[config.mk]
export PLATFORM = sky130hd
export DESIGN_NAME = fixed_cycle_timer
export DESIGN_NICKNAME = d
export VERILOG_FILES = /design/src/rtl/fct_pkg.sv /design/src/rtl/fct_src_mux.sv /design/src/rtl/fct_count_fsm.sv /design/src/rtl/fct_pulse_fsm.sv /design/src/rtl/fixed_cycle_timer.sv
export SDC_FILE = /design/constraint.sdc
export NUM_CORES = 1
export LEC_CHECK = 0
export CORE_MARGIN = 2
export CORE_UTILIZATION = 40
export DETAILED_ROUTE_END_ITERATION = 7
export PLACE_DENSITY = 0.74
export SLEW_MARGIN = 10
export SYNTH_ARGS = -nofsm -noshare
export SYNTH_HDL_FRONTEND = slang
export SYNTH_SLANG_ARGS = --single-unit
[constraint.sdc]
create_clock -name clk_i -period 2.31 [get_ports clk_i]
set_clock_uncertainty 0.2 [all_clocks]
set_input_delay 0.462 -clock clk_i [delete_from_list [all_inputs] [get_ports clk_i]]
set_output_delay 0.462 -clock clk_i [all_outputs]
set_load 0.01 [all_outputs]
[src/rtl/fct_pkg.sv]
package fct_pkg;
    typedef enum logic [1:0] {
        CNT_IDLE = 2'd0,
        CNT_RUN  = 2'd1,
        CNT_ZERO = 2'd2
    } cnt_state_e;

    typedef enum logic {
        PLS_OFF = 1'b0,
        PLS_LOW = 1'b1
    } pls_state_e;

    localparam logic [1:0] SRC_4K  = 2'b00;
    localparam logic [1:0] SRC_64  = 2'b01;
    localparam logic [1:0] SRC_SEC = 2'b10;
    localparam logic [1:0] SRC_MIN = 2'b11;
endpackage

[src/rtl/fct_src_mux.sv]
module fct_src_mux
    import fct_pkg::*;
(
    input  logic [1:0] sel_i,
    input  logic       t4k_i,
    input  logic       t64_i,
    input  logic       tsec_i,
    input  logic       tmin_i,
    output logic       tick_o
);
    always_comb begin
        unique case (sel_i)
            SRC_4K:  tick_o = t4k_i;
            SRC_64:  tick_o = t64_i;
            SRC_SEC: tick_o = tsec_i;
            SRC_MIN: tick_o = tmin_i;
            default: tick_o = 1'b0;
        endcase
    end
endmodule

[src/rtl/fct_count_fsm.sv]
module fct_count_fsm
    import fct_pkg::*;
#(
    parameter int CNT_W = 12
) (
    input  logic             clk_i,
    input  logic             rst_ni,
    input  logic             run_i,
    input  logic             tick_i,
    input  logic [CNT_W-1:0] preset_i,
    output logic [CNT_W-1:0] count_o,
    output logic             event_o
);
    localparam logic [CNT_W-1:0] ONE = CNT_W'(1);

    cnt_state_e state_q, state_d;

    always_ff @(posedge clk_i or negedge rst_ni) begin
        if (!rst_ni) state_q <= CNT_IDLE;
        else         state_q <= state_d;
    end

    always_comb begin
        state_d = state_q;
        unique case (state_q)
            CNT_IDLE: if (run_i) state_d = CNT_RUN;
            CNT_RUN: begin
                if (!run_i)                        state_d = CNT_IDLE;
                else if (tick_i && count_o == ONE) state_d = CNT_ZERO;
            end
            CNT_ZERO: begin
                if (!run_i)       state_d = CNT_IDLE;
                else if (tick_i)  state_d = CNT_RUN;
            end
            default: state_d = CNT_IDLE;
        endcase
    end

    assign event_o = (state_q == CNT_RUN) && run_i && tick_i && (count_o == ONE);

    always_ff @(posedge clk_i or negedge rst_ni) begin
        if (!rst_ni) begin
            count_o <= '0;
        end else if (!run_i || state_q == CNT_IDLE) begin
            count_o <= preset_i;
        end else if (tick_i) begin
            unique case (state_q)
                CNT_RUN:  count_o <= count_o - ONE;
                CNT_ZERO: count_o <= preset_i;
                default:  count_o <= preset_i;
            endcase
        end
    end
endmodule

[src/rtl/fct_pulse_fsm.sv]
module fct_pulse_fsm
    import fct_pkg::*;
#(
    parameter int PULSE_TICKS = 32
) (
    input  logic clk_i,
    input  logic rst_ni,
    input  logic fire_i,
    input  logic t4k_i,
    output logic pull_low_o
);
    localparam int PW = $clog2(PULSE_TICKS + 1);
    localparam logic [PW-1:0] LAST = PW'(PULSE_TICKS - 1);

    pls_state_e state_q, state_d;
    logic [PW-1:0] ticks_q;
    logic          last_tick;

    assign last_tick = t4k_i && (ticks_q == LAST);

    always_ff @(posedge clk_i or negedge rst_ni) begin
        if (!rst_ni) state_q <= PLS_OFF;
        else         state_q <= state_d;
    end

    always_comb begin
        state_d = state_q;
        unique case (state_q)
            PLS_OFF: if (fire_i) state_d = PLS_LOW;
            PLS_LOW: if (!fire_i && last_tick) state_d = PLS_OFF;
            default: state_d = PLS_OFF;
        endcase
    end

    always_ff @(posedge clk_i or negedge rst_ni) begin
        if (!rst_ni)                             ticks_q <= '0;
        else if (fire_i)                         ticks_q <= '0;
        else if (state_q == PLS_LOW && t4k_i)    ticks_q <= last_tick ? '0 : ticks_q + 1'b1;
    end

    assign pull_low_o = (state_q == PLS_LOW);
endmodule

[src/rtl/fixed_cycle_timer.sv]
module fixed_cycle_timer
    import fct_pkg::*;
#(
    parameter int CNT_W       = 12,
    parameter int LO_W        = 8,
    parameter int PULSE_TICKS = 32
) (
    input  logic             clk_i,
    input  logic             rst_ni,
    input  logic             tick_4k_i,
    input  logic             tick_64_i,
    input  logic             tick_sec_i,
    input  logic             tick_min_i,
    input  logic [LO_W-1:0]  preset_lo_i,
    input  logic [CNT_W-LO_W-1:0] preset_hi_i,
    input  logic [1:0]       src_sel_i,
    input  logic             run_i,
    input  logic             irq_en_i,
    input  logic             flag_clr_i,
    output logic [CNT_W-1:0] count_o,
    output logic             flag_o,
    output logic             irq_pull_low_o
);
    logic src_tick;
    logic event_w;

    fct_src_mux u_mux (
        .sel_i  (src_sel_i),
        .t4k_i  (tick_4k_i),
        .t64_i  (tick_64_i),
        .tsec_i (tick_sec_i),
        .tmin_i (tick_min_i),
        .tick_o (src_tick)
    );

    fct_count_fsm #(.CNT_W(CNT_W)) u_cnt (
        .clk_i    (clk_i),
        .rst_ni   (rst_ni),
        .run_i    (run_i),
        .tick_i   (src_tick),
        .preset_i ({preset_hi_i, preset_lo_i}),
        .count_o  (count_o),
        .event_o  (event_w)
    );

    fct_pulse_fsm #(.PULSE_TICKS(PULSE_TICKS)) u_pls (
        .clk_i      (clk_i),
        .rst_ni     (rst_ni),
        .fire_i     (event_w && irq_en_i),
        .t4k_i      (tick_4k_i),
        .pull_low_o (irq_pull_low_o)
    );

    always_ff @(posedge clk_i or negedge rst_ni) begin
        if (!rst_ni)         flag_o <= 1'b0;
        else if (event_w)    flag_o <= 1'b1;
        else if (flag_clr_i) flag_o <= 1'b0;
    end
endmodule

Yosys cells after proc, flatten, opt, wreduce, memory -nomap -nowiden

Cells that the tools add are included.

Word-level logic and storage cells: 53
Output and inout bits: 14
Bits in registers: 22
Bits of input ports: 23

Reduce and logical (&&, ||, !) cells: 17
Equality and inequality tests: 10
$add $sub $neg: 2
Bitwise operators: 1
Muxes and demuxes: 18

Operators by type and width:

| kind                                                  | count |
|---|---|
| two-way mux 12 bit                                    | 3 |
| two-way mux 6 bit                                     | 3 |
| == test 12 x 1 -> 1 bit, second input constant        | 1 |
| subtractor 12 x 1 -> 12 bit, second input constant    | 1 |
| two-way mux 2 bit                                     | 5 |
| logical AND 1 bit                                     | 8 |
| adder 6 x 1 -> 6 bit, second input constant           | 1 |
| == test 2 bit, second input constant                  | 3 |
| == test 6 x 5 -> 1 bit, second input constant         | 1 |
| inequality test 3 x 2 -> 1 bit, second input constant | 2 |
| one-hot mux 2 bit (3 select lines)                    | 1 |
| nonzero test 2 bit                                    | 3 |
| == test 2 x 1 -> 1 bit, second input constant         | 2 |
| zero test 2 bit                                       | 2 |
| two-way mux 1 bit                                     | 4 |
| one-hot mux 1 bit (4 select lines)                    | 1 |
| AND reduction 3 bit                                   | 1 |
| zero test 1 bit                                       | 2 |
| inequality test 2 bit, second input constant          | 1 |
| one-hot mux 1 bit (2 select lines)                    | 1 |
| logical OR 1 bit                                      | 1 |
| inverter 1 bit                                        | 1 |

Longest topological paths before layout

Gate-level depths: netlist (run 1).

Depth in word-level cells: 9
Gate-level depth with buffers: 7

Modules after synthesis

Synthesis (run 1) repeated with hierarchy kept, for this count alone.

Cell total of the unflattened synthesis: 148
Area, all modules: 1346.3 µm²

Modules (own cells, without submodules):

| module            | instances | area an instance (µm²) | cells an instance |
|---|---|---|---|
| fct_count_fsm     | 1         | 920.9                  | 107 |
| fct_pulse_fsm     | 1         | 360.3                  | 36 |
| fixed_cycle_timer | 1         | 42.5                   | 4 |
| fct_src_mux       | 1         | 22.5                   | 1 |

Least setup slack after synthesis (run 1)

OpenSTA, ideal clock, no wires.

Kind: flip-flop to flip-flop
From: reg u_cnt.count_o[2]
To: reg u_cnt.count_o[7]
Arrival time: 1.710 ns
Clock period less this slack: 1.989 ns
Slack: 0.321 ns
Stages on the path, launching flop included: 5
Library setup time: 0.079 ns
Cells stage by stage: dfrtp_1 -> or4_4 -> or4_4 -> a21oi_2 -> a2bb2oi_1

Longest elaborated chain between the ends: 4

RTL lines:

| element                     | RTL line            | source |
|---|---|---|
| start, declared             | fct_count_fsm.sv:11 | `output logic [CNT_W-1:0] count_o,` |
| start signal, assigned      | fct_count_fsm.sv:45 | `count_o <= preset_i;` |
| start signal, assigned      | fct_count_fsm.sv:48 | `CNT_RUN: count_o <= count_o - ONE;` |
| start signal, assigned      | fct_count_fsm.sv:49 | `CNT_ZERO: count_o <= preset_i;` |
| subtractor 12 x 1 -> 12 bit | fct_count_fsm.sv:48 |  |
| two-way mux 12 bit          | fct_count_fsm.sv:47 | `unique case (state_q)` |
| two-way mux 12 bit          | fct_count_fsm.sv:46 | `end else if (tick_i) begin` |
| two-way mux 12 bit          | fct_count_fsm.sv:44 | `end else if (!run_i \|\| state_q == CNT_IDLE) begin` |

Every way passes these cells. The select of a mux whose other input is x is not followed.
A chain may end at the register's enable or synchronous reset.

Final worst setup path (run 1)

From: in src_sel_i[1]
To: reg u_cnt.count_o[1]

Longest elaborated chain between the ends: 3

RTL lines:

| element                               | RTL line                | source |
|---|---|---|
| start, declared                       | fixed_cycle_timer.sv:16 | `input logic [1:0] src_sel_i,` |
| == test 2 bit (tied with other cells) | fct_src_mux.sv:12       | `unique case (sel_i)` |
| one-hot mux 1 bit (4 select lines) *  | fct_src_mux.sv:12       |  |
| nonzero test 2 bit (no line) *        | -                       |  |

Every way passes the cells marked *; elsewhere a longest branch is shown, timed or not.

==> results of run 1 <==
-- layout make-up --
cell class / instances / area (µm²) / area share, %
Multi-Input combinational cell: 113 / 688.2 / 38.60
Sequential cell: 22 / 550.5 / 30.88
Timing Repair Buffer: 46 / 447.9 / 25.12
Tap cell: 44 / 55.05 / 3.088
Clock buffer: 3 / 22.52 / 1.263
Inverter: 5 / 18.77 / 1.053
-- kinds of logic after synthesis --
logic type | after synthesis | synth area share [%]
and+or+nand+nor | 63 | 25.98
buffers and inverters | 11 | 3.320
adders and majority gates | 3 | 2.930
AOI/OAI and AO/OA | 43 | 20.90
xor gates and xnor gates | 2 | 1.367
muxes | 2 | 2.539
DFF | 22 | 42.97
-- metrics by stage --
step	cells	hold slack, ns	setup TNS (ns)	worst slack [ns]	total power, µW
after detailed placement	230	0.3156	-1.857	-0.1560	727.9
after global placement	230	0.3135	-1.204	-0.1140	721.0
after global routing	233	0.3191	0	0.04671	945.0
after CTS	233	0.2993	0	0.1637	905.0
after floorplan	146	-0.03359	0	0.3205	574.0
final	233	0.2850	0	0.1664	902.1
-- state kept, by name (all words and copies together) (netlist names) --
signal            flops
u_cnt.count_o        12
u_pls.ticks_q         6
u_cnt.state_q         2
flag_o                1
u_pls.pull_low_o      1
-- critical path: cells and delay by family --
kind / cells / cell delay [ns]
buffers and inverters: 2 / 0.68
AO/OA/AOI/OAI: 2 / 0.18
multiplexers: 1 / 0.58
AND/OR/NAND/NOR: 1 / 0.28
-- layout by cell type, fill, tap and decap left out, drive strengths merged, types with 2 or more instances in the layout --
master / n
clkbuf: 3
buf: 10
a2bb2oi: 4
nor3b: 2
inv: 5
nand2: 17
o22ai: 4
nor2: 14
dfrtp: 22
ha: 3
nor3: 6
nor4: 2
o21ai: 12
nand3: 8
clkdlybuf4s50: 36
nand3b: 2
or4: 2
a31oi: 2
and2: 2
a21oi: 13
-- final timing paths --
check | from | end | slack [ns]
setup / recovery | src_sel_i[1] | u_cnt.count_o[1] | 0.17
min in group clk_i | flag_o | flag_o | 0.33
hold reg to reg | flag_o | flag_o | 0.33
setup reg to reg | u_cnt.count_o[2] | u_cnt.count_o[7] | 0.27
max in group asynchronous | rst_ni | u_cnt.count_o[4] | 1.39
hold / removal | rst_ni | u_cnt.count_o[11] | 0.29
-- power by group --
group | switching (µW) | internal (µW)
clock network | 120 | 61.1
logic | 109 | 148
registers | 48.6 | 415
-- layer usage --
| layer | share of wire, % | routed length, µm |
|---|---|---|
| met5 | 0 | 0 |
| met4 | 1.4 | 48 |
| met3 | 4.3 | 143 |
| met2 | 48 | 1588 |
| met1 | 46 | 1540 |
==> impl_metrics.env, run 1 <==
export IMPL_status="complete, no violations"
export IMPL_wl_per_cell_um=14.25
export IMPL_critPathRequiredTime_ns=2.35
export IMPL_placed_area_um2=1760
export IMPL_top_usage_layer="met2"
export IMPL_startpoint_type="primary input"
export IMPL_setup_viol=0
export IMPL_n_antenna_cell=0
export IMPL_dpl_hpwl_um=2473
export IMPL_use_met2_pct=35.48
export IMPL_yosysTopAreaCell="dfrtp_1"
export IMPL_grt_pass1_vias=1281
export IMPL_rsz0062_at_grt="no"
export IMPL_grt_use_met1_pct=24.59
export IMPL_port_buffers=36
export IMPL_antenna_found_initial=0
export IMPL_drive_gt1_share_pct=9.524
export IMPL_slew_headroom_pct=72.35
export IMPL_cts_sinks=22
export IMPL_max_cap_violations=0
export IMPL_wirelength_um=3321
export IMPL_yosysMostFrequentCell="dfrtp_1"
export IMPL_holdBufCountCts=0
export IMPL_post_route_util_pct=58.40
export IMPL_firstDrtPassIters=4
export IMPL_total_leakage_power_uw=0.0007277
export IMPL_cpPeakStageDelay_ns=0.58
export IMPL_cts_buffers=3
export IMPL_grt_use_total_pct=19.98
export IMPL_ys_seq_area_share_pct=42.97
export IMPL_via_count=1271
export IMPL_overflow=0
export IMPL_synth_commonest_cells="dfrtp_1, nand2_1, nor2_1"
export IMPL_drtIter0Drc=32
export IMPL_clock_latency_ns=0.32
export IMPL_async_reset_ff_share_pct=100.0
export IMPL_syn_cell_area_um2=1281
export IMPL_clock_fmax_mhz=466.5
export IMPL_die_y_um=60.60
export IMPL_root_buffer="clkbuf_4"
export IMPL_syn_num_nets=172
export IMPL_min_path_type="in -> async"
export IMPL_core_area_um2=3053
export IMPL_grt_start_max_net_pins=23
export IMPL_ctsResizeCount=0
export IMPL_rr_worst_depth=4
export IMPL_p_per_area_nw_per_um2=506.0
export IMPL_arrival_ns=2.18
export IMPL_globalplace_congestion=0.8281
export IMPL_fill_cells=290
export IMPL_worstMarginPinSlew_ns=0.4110
export IMPL_synth_main_ff_cell="dfrtp_1"
export IMPL_final_hold_viol_count=0
export IMPL_synthCells=146
export IMPL_cpMaxStageDelayCell="mux4_2"
export IMPL_final_cell_area_um2=1783
export IMPL_drc_errors=0
export IMPL_yosysUniqueCellTypes=41
export IMPL_gr_usage_met3_pct=2.985
export IMPL_ios=37
export IMPL_cts_tree="built"
export IMPL_clock_path_buffers=2
export IMPL_viasPerCell=5.455
export IMPL_critPathMaxFanout=10
export IMPL_cts_max_level=1
export IMPL_synth_edf_count=0
export IMPL_criticalPathCategory="in -> reg"
export IMPL_ant_nets=0
export IMPL_nets=217
export IMPL_start_util_pct=41.97
export IMPL_vdd_drop_max_mv=0.3029
export IMPL_finalCriticalPeriod_ns=2.144
export IMPL_grt_pass1_wl_um=5506
export IMPL_rows=20
export IMPL_clkTransAtPathRegs_ns=0.13
export IMPL_area_delta_synth_final_pct=39.16
export IMPL_post_cts_buffers=0
export IMPL_die_area_um2=3672
export IMPL_path_cells="clkdlybuf4s50_1, mux4_2, nor2_4, buf_4, a211oi_1, a21oi_1"
export IMPL_post_route_period_util_pct=92.80
export IMPL_ys_seq_elements=22
export IMPL_endpoint_kind="register"
export IMPL_synth_top_cell_area_share_pct=42.97
export IMPL_synthTopCellsByArea="dfrtp_1, nand2_1, a21oi_1, o21ai_0, nor2_1"
export IMPL_report_final_slew_viol_count=0
export IMPL_fp_dieW_um=60.60
export IMPL_syn_area_per_cell_um2=8.776
export IMPL_yosysWarnings=0
(Power assumes the default switching activity.)
==> run 2: changes to the inputs <==
--- a/config.mk
+++ b/config.mk
@@ -5,7 +5,8 @@
 export SDC_FILE = /design/constraint.sdc
 export NUM_CORES = 1
 export LEC_CHECK = 0
-export CORE_MARGIN = 2
+export CAP_MARGIN = 20
+export CORE_MARGIN = 4
 export CORE_UTILIZATION = 40
 export DETAILED_ROUTE_END_ITERATION = 7
 export PLACE_DENSITY = 0.74
==> impl_metrics.env, run 2 (synthesis gave the netlist of run 1 again) <==
export IMPL_fp_dieW_um=64.60
export IMPL_largest_register_ffs=12
export IMPL_start_util_pct=41.97
export IMPL_clock_path_buffers=2
export IMPL_port_buffers=36
export IMPL_globalplace_congestion=0.8596
export IMPL_firstDrtPassIters=4
export IMPL_nets=218
export IMPL_critPathRequiredTime_ns=2.31
export IMPL_post_cts_buffers=0
export IMPL_arrival_ns=2.14
export IMPL_clock_latency_ns=0.30
export IMPL_grt_start_max_net_pins=23
export IMPL_core_area_um2=3053
export IMPL_area_delta_synth_final_pct=39.75
export IMPL_fin_ws_ns=0.1726
export IMPL_vdd_drop_max_mv=0.2792
export IMPL_cts_buffers=3
export IMPL_status="complete, no violations"
export IMPL_dpl_hpwl_um=2512
export IMPL_report_final_slew_viol_count=0
export IMPL_antenna_found_initial=0
export IMPL_rsz0062_at_grt="no"
export IMPL_total_leakage_power_uw=0.0007329
export IMPL_clock_fmax_mhz=467.9
export IMPL_via_count=1288
export IMPL_fill_cells=302
export IMPL_worstMarginPinSlew_ns=0.4602
export IMPL_ios=37
export IMPL_whs_ns=0.3002
export IMPL_p_per_area_nw_per_um2=503.2
export IMPL_drtIter0Drc=62
export IMPL_holdBufCountCts=0
export IMPL_overflow=0
export IMPL_finalCriticalPeriod_ns=2.137
export IMPL_wl_per_cell_um=14.49
export IMPL_die_y_um=64.60
export IMPL_post_route_period_util_pct=92.53
export IMPL_rows=20
export IMPL_ant_nets=0
export IMPL_place_ws_ns=-0.1610
export IMPL_layout_common_cells="clkdlybuf4s50_1, dfrtp_1, nand2_1"
export IMPL_n_antenna_cell=0
export IMPL_viasPerCell=5.504
export IMPL_setup_viol=0
export IMPL_drc_errors=0
export IMPL_max_cap_violations=0
export IMPL_seq_area_um2=550.5
export IMPL_regMostFlops="u_cnt.count_o"
export IMPL_layout_commonest_cell="clkdlybuf4s50_1"
export IMPL_slew_headroom_pct=69.03
export IMPL_drive_gt1_share_pct=10.00
export IMPL_startpoint_type="primary input"
export IMPL_root_buffer="clkbuf_4"
export IMPL_regToRegStartpoint="u_cnt.count_o[2]"
export IMPL_critPathMaxFanout=6
export IMPL_wirelength_um=3391
export IMPL_clkTransAtPathRegs_ns=0.12
export IMPL_grt_pass1_vias=1298
export IMPL_cts_sinks=22
export IMPL_reg_largest_list="u_cnt.count_o x12, u_pls.ticks_q x6, u_cnt.state_q x2"
export IMPL_ctsResizeCount=0
export IMPL_cp_startpoint="src_sel_i[1]"
export IMPL_final_hold_viol_count=0
export IMPL_endpoint_kind="register"
export IMPL_min_path_type="in -> async"
export IMPL_multi_input_area_um2=688.2
export IMPL_die_area_um2=4173
export IMPL_grt_use_total_pct=17.06
export IMPL_cts_tree="built"
export IMPL_cts_max_level=1
export IMPL_criticalPathCategory="in -> reg"
export IMPL_grt_pass1_wl_um=5775
## run 2: critical path, cell delays in order
cell and delay [ns]:
clkdlybuf4s50_1 0.48, mux4_2 0.58, or2_0 0.37, o21ai_0 0.14, a21oi_1 0.10
## run 2: stage by stage
step	instances	total power (µW)	area, µm²	utilization, %	setup TNS (ns)
6_report	234	900.9	1790	58.65	0
5_1_grt	234	956.6	1790	58.65	0
4_1_cts	234	907.5	1790	58.65	0
3_5_place_dp	231	730.8	1768	57.91	-1.674
3_3_place_gp	231	723.0	1768	57.91	-1.072
2_1_floorplan	146	574.0	1281	-	0
## run 2: metal layers
| metal | GRT usage [%] | part of all wire (%) | up-vias |
|---|---|---|---|
| met5 | 0 | 0 | - |
| met4 | 3.958 | 1.0 | 0 |
| met3 | 3.120 | 4.8 | 4 |
| met2 | 29.51 | 48 | 41 |
| met1 | 22.05 | 46 | 618 |
| li1 | - | - | 625 |
## run 2: where the power goes
group	internal (µW)	total [µW]	leakage [µW]	switching (µW)
Combinational	149	260	0.000442	111
Clock	60.9	176	0.0000138	115
Sequential	415	466	0.000277	50.6
Total	625	901	0.000733	276
## run 2: worst paths after layout
kind	end	slack [ns]	depth (start not counted)
setup / recovery	u_cnt.count_o[4]	0.17	5
hold / removal	u_pls.ticks_q[2]	0.30	2
setup reg to reg	u_cnt.count_o[7]	0.24	4
hold reg to reg	flag_o	0.34	2
max in group asynchronous	u_cnt.count_o[10]	1.38	2
min in group clk_i	flag_o	0.34	2
## run 2: area by class of cell
class,count,share of cell area [%]
Multi-Input combinational cell,113,38.43
Timing Repair Buffer,47,25.44
Sequential cell,22,30.75
Inverter,5,1.048
Tap cell,44,3.075
Clock buffer,3,1.258
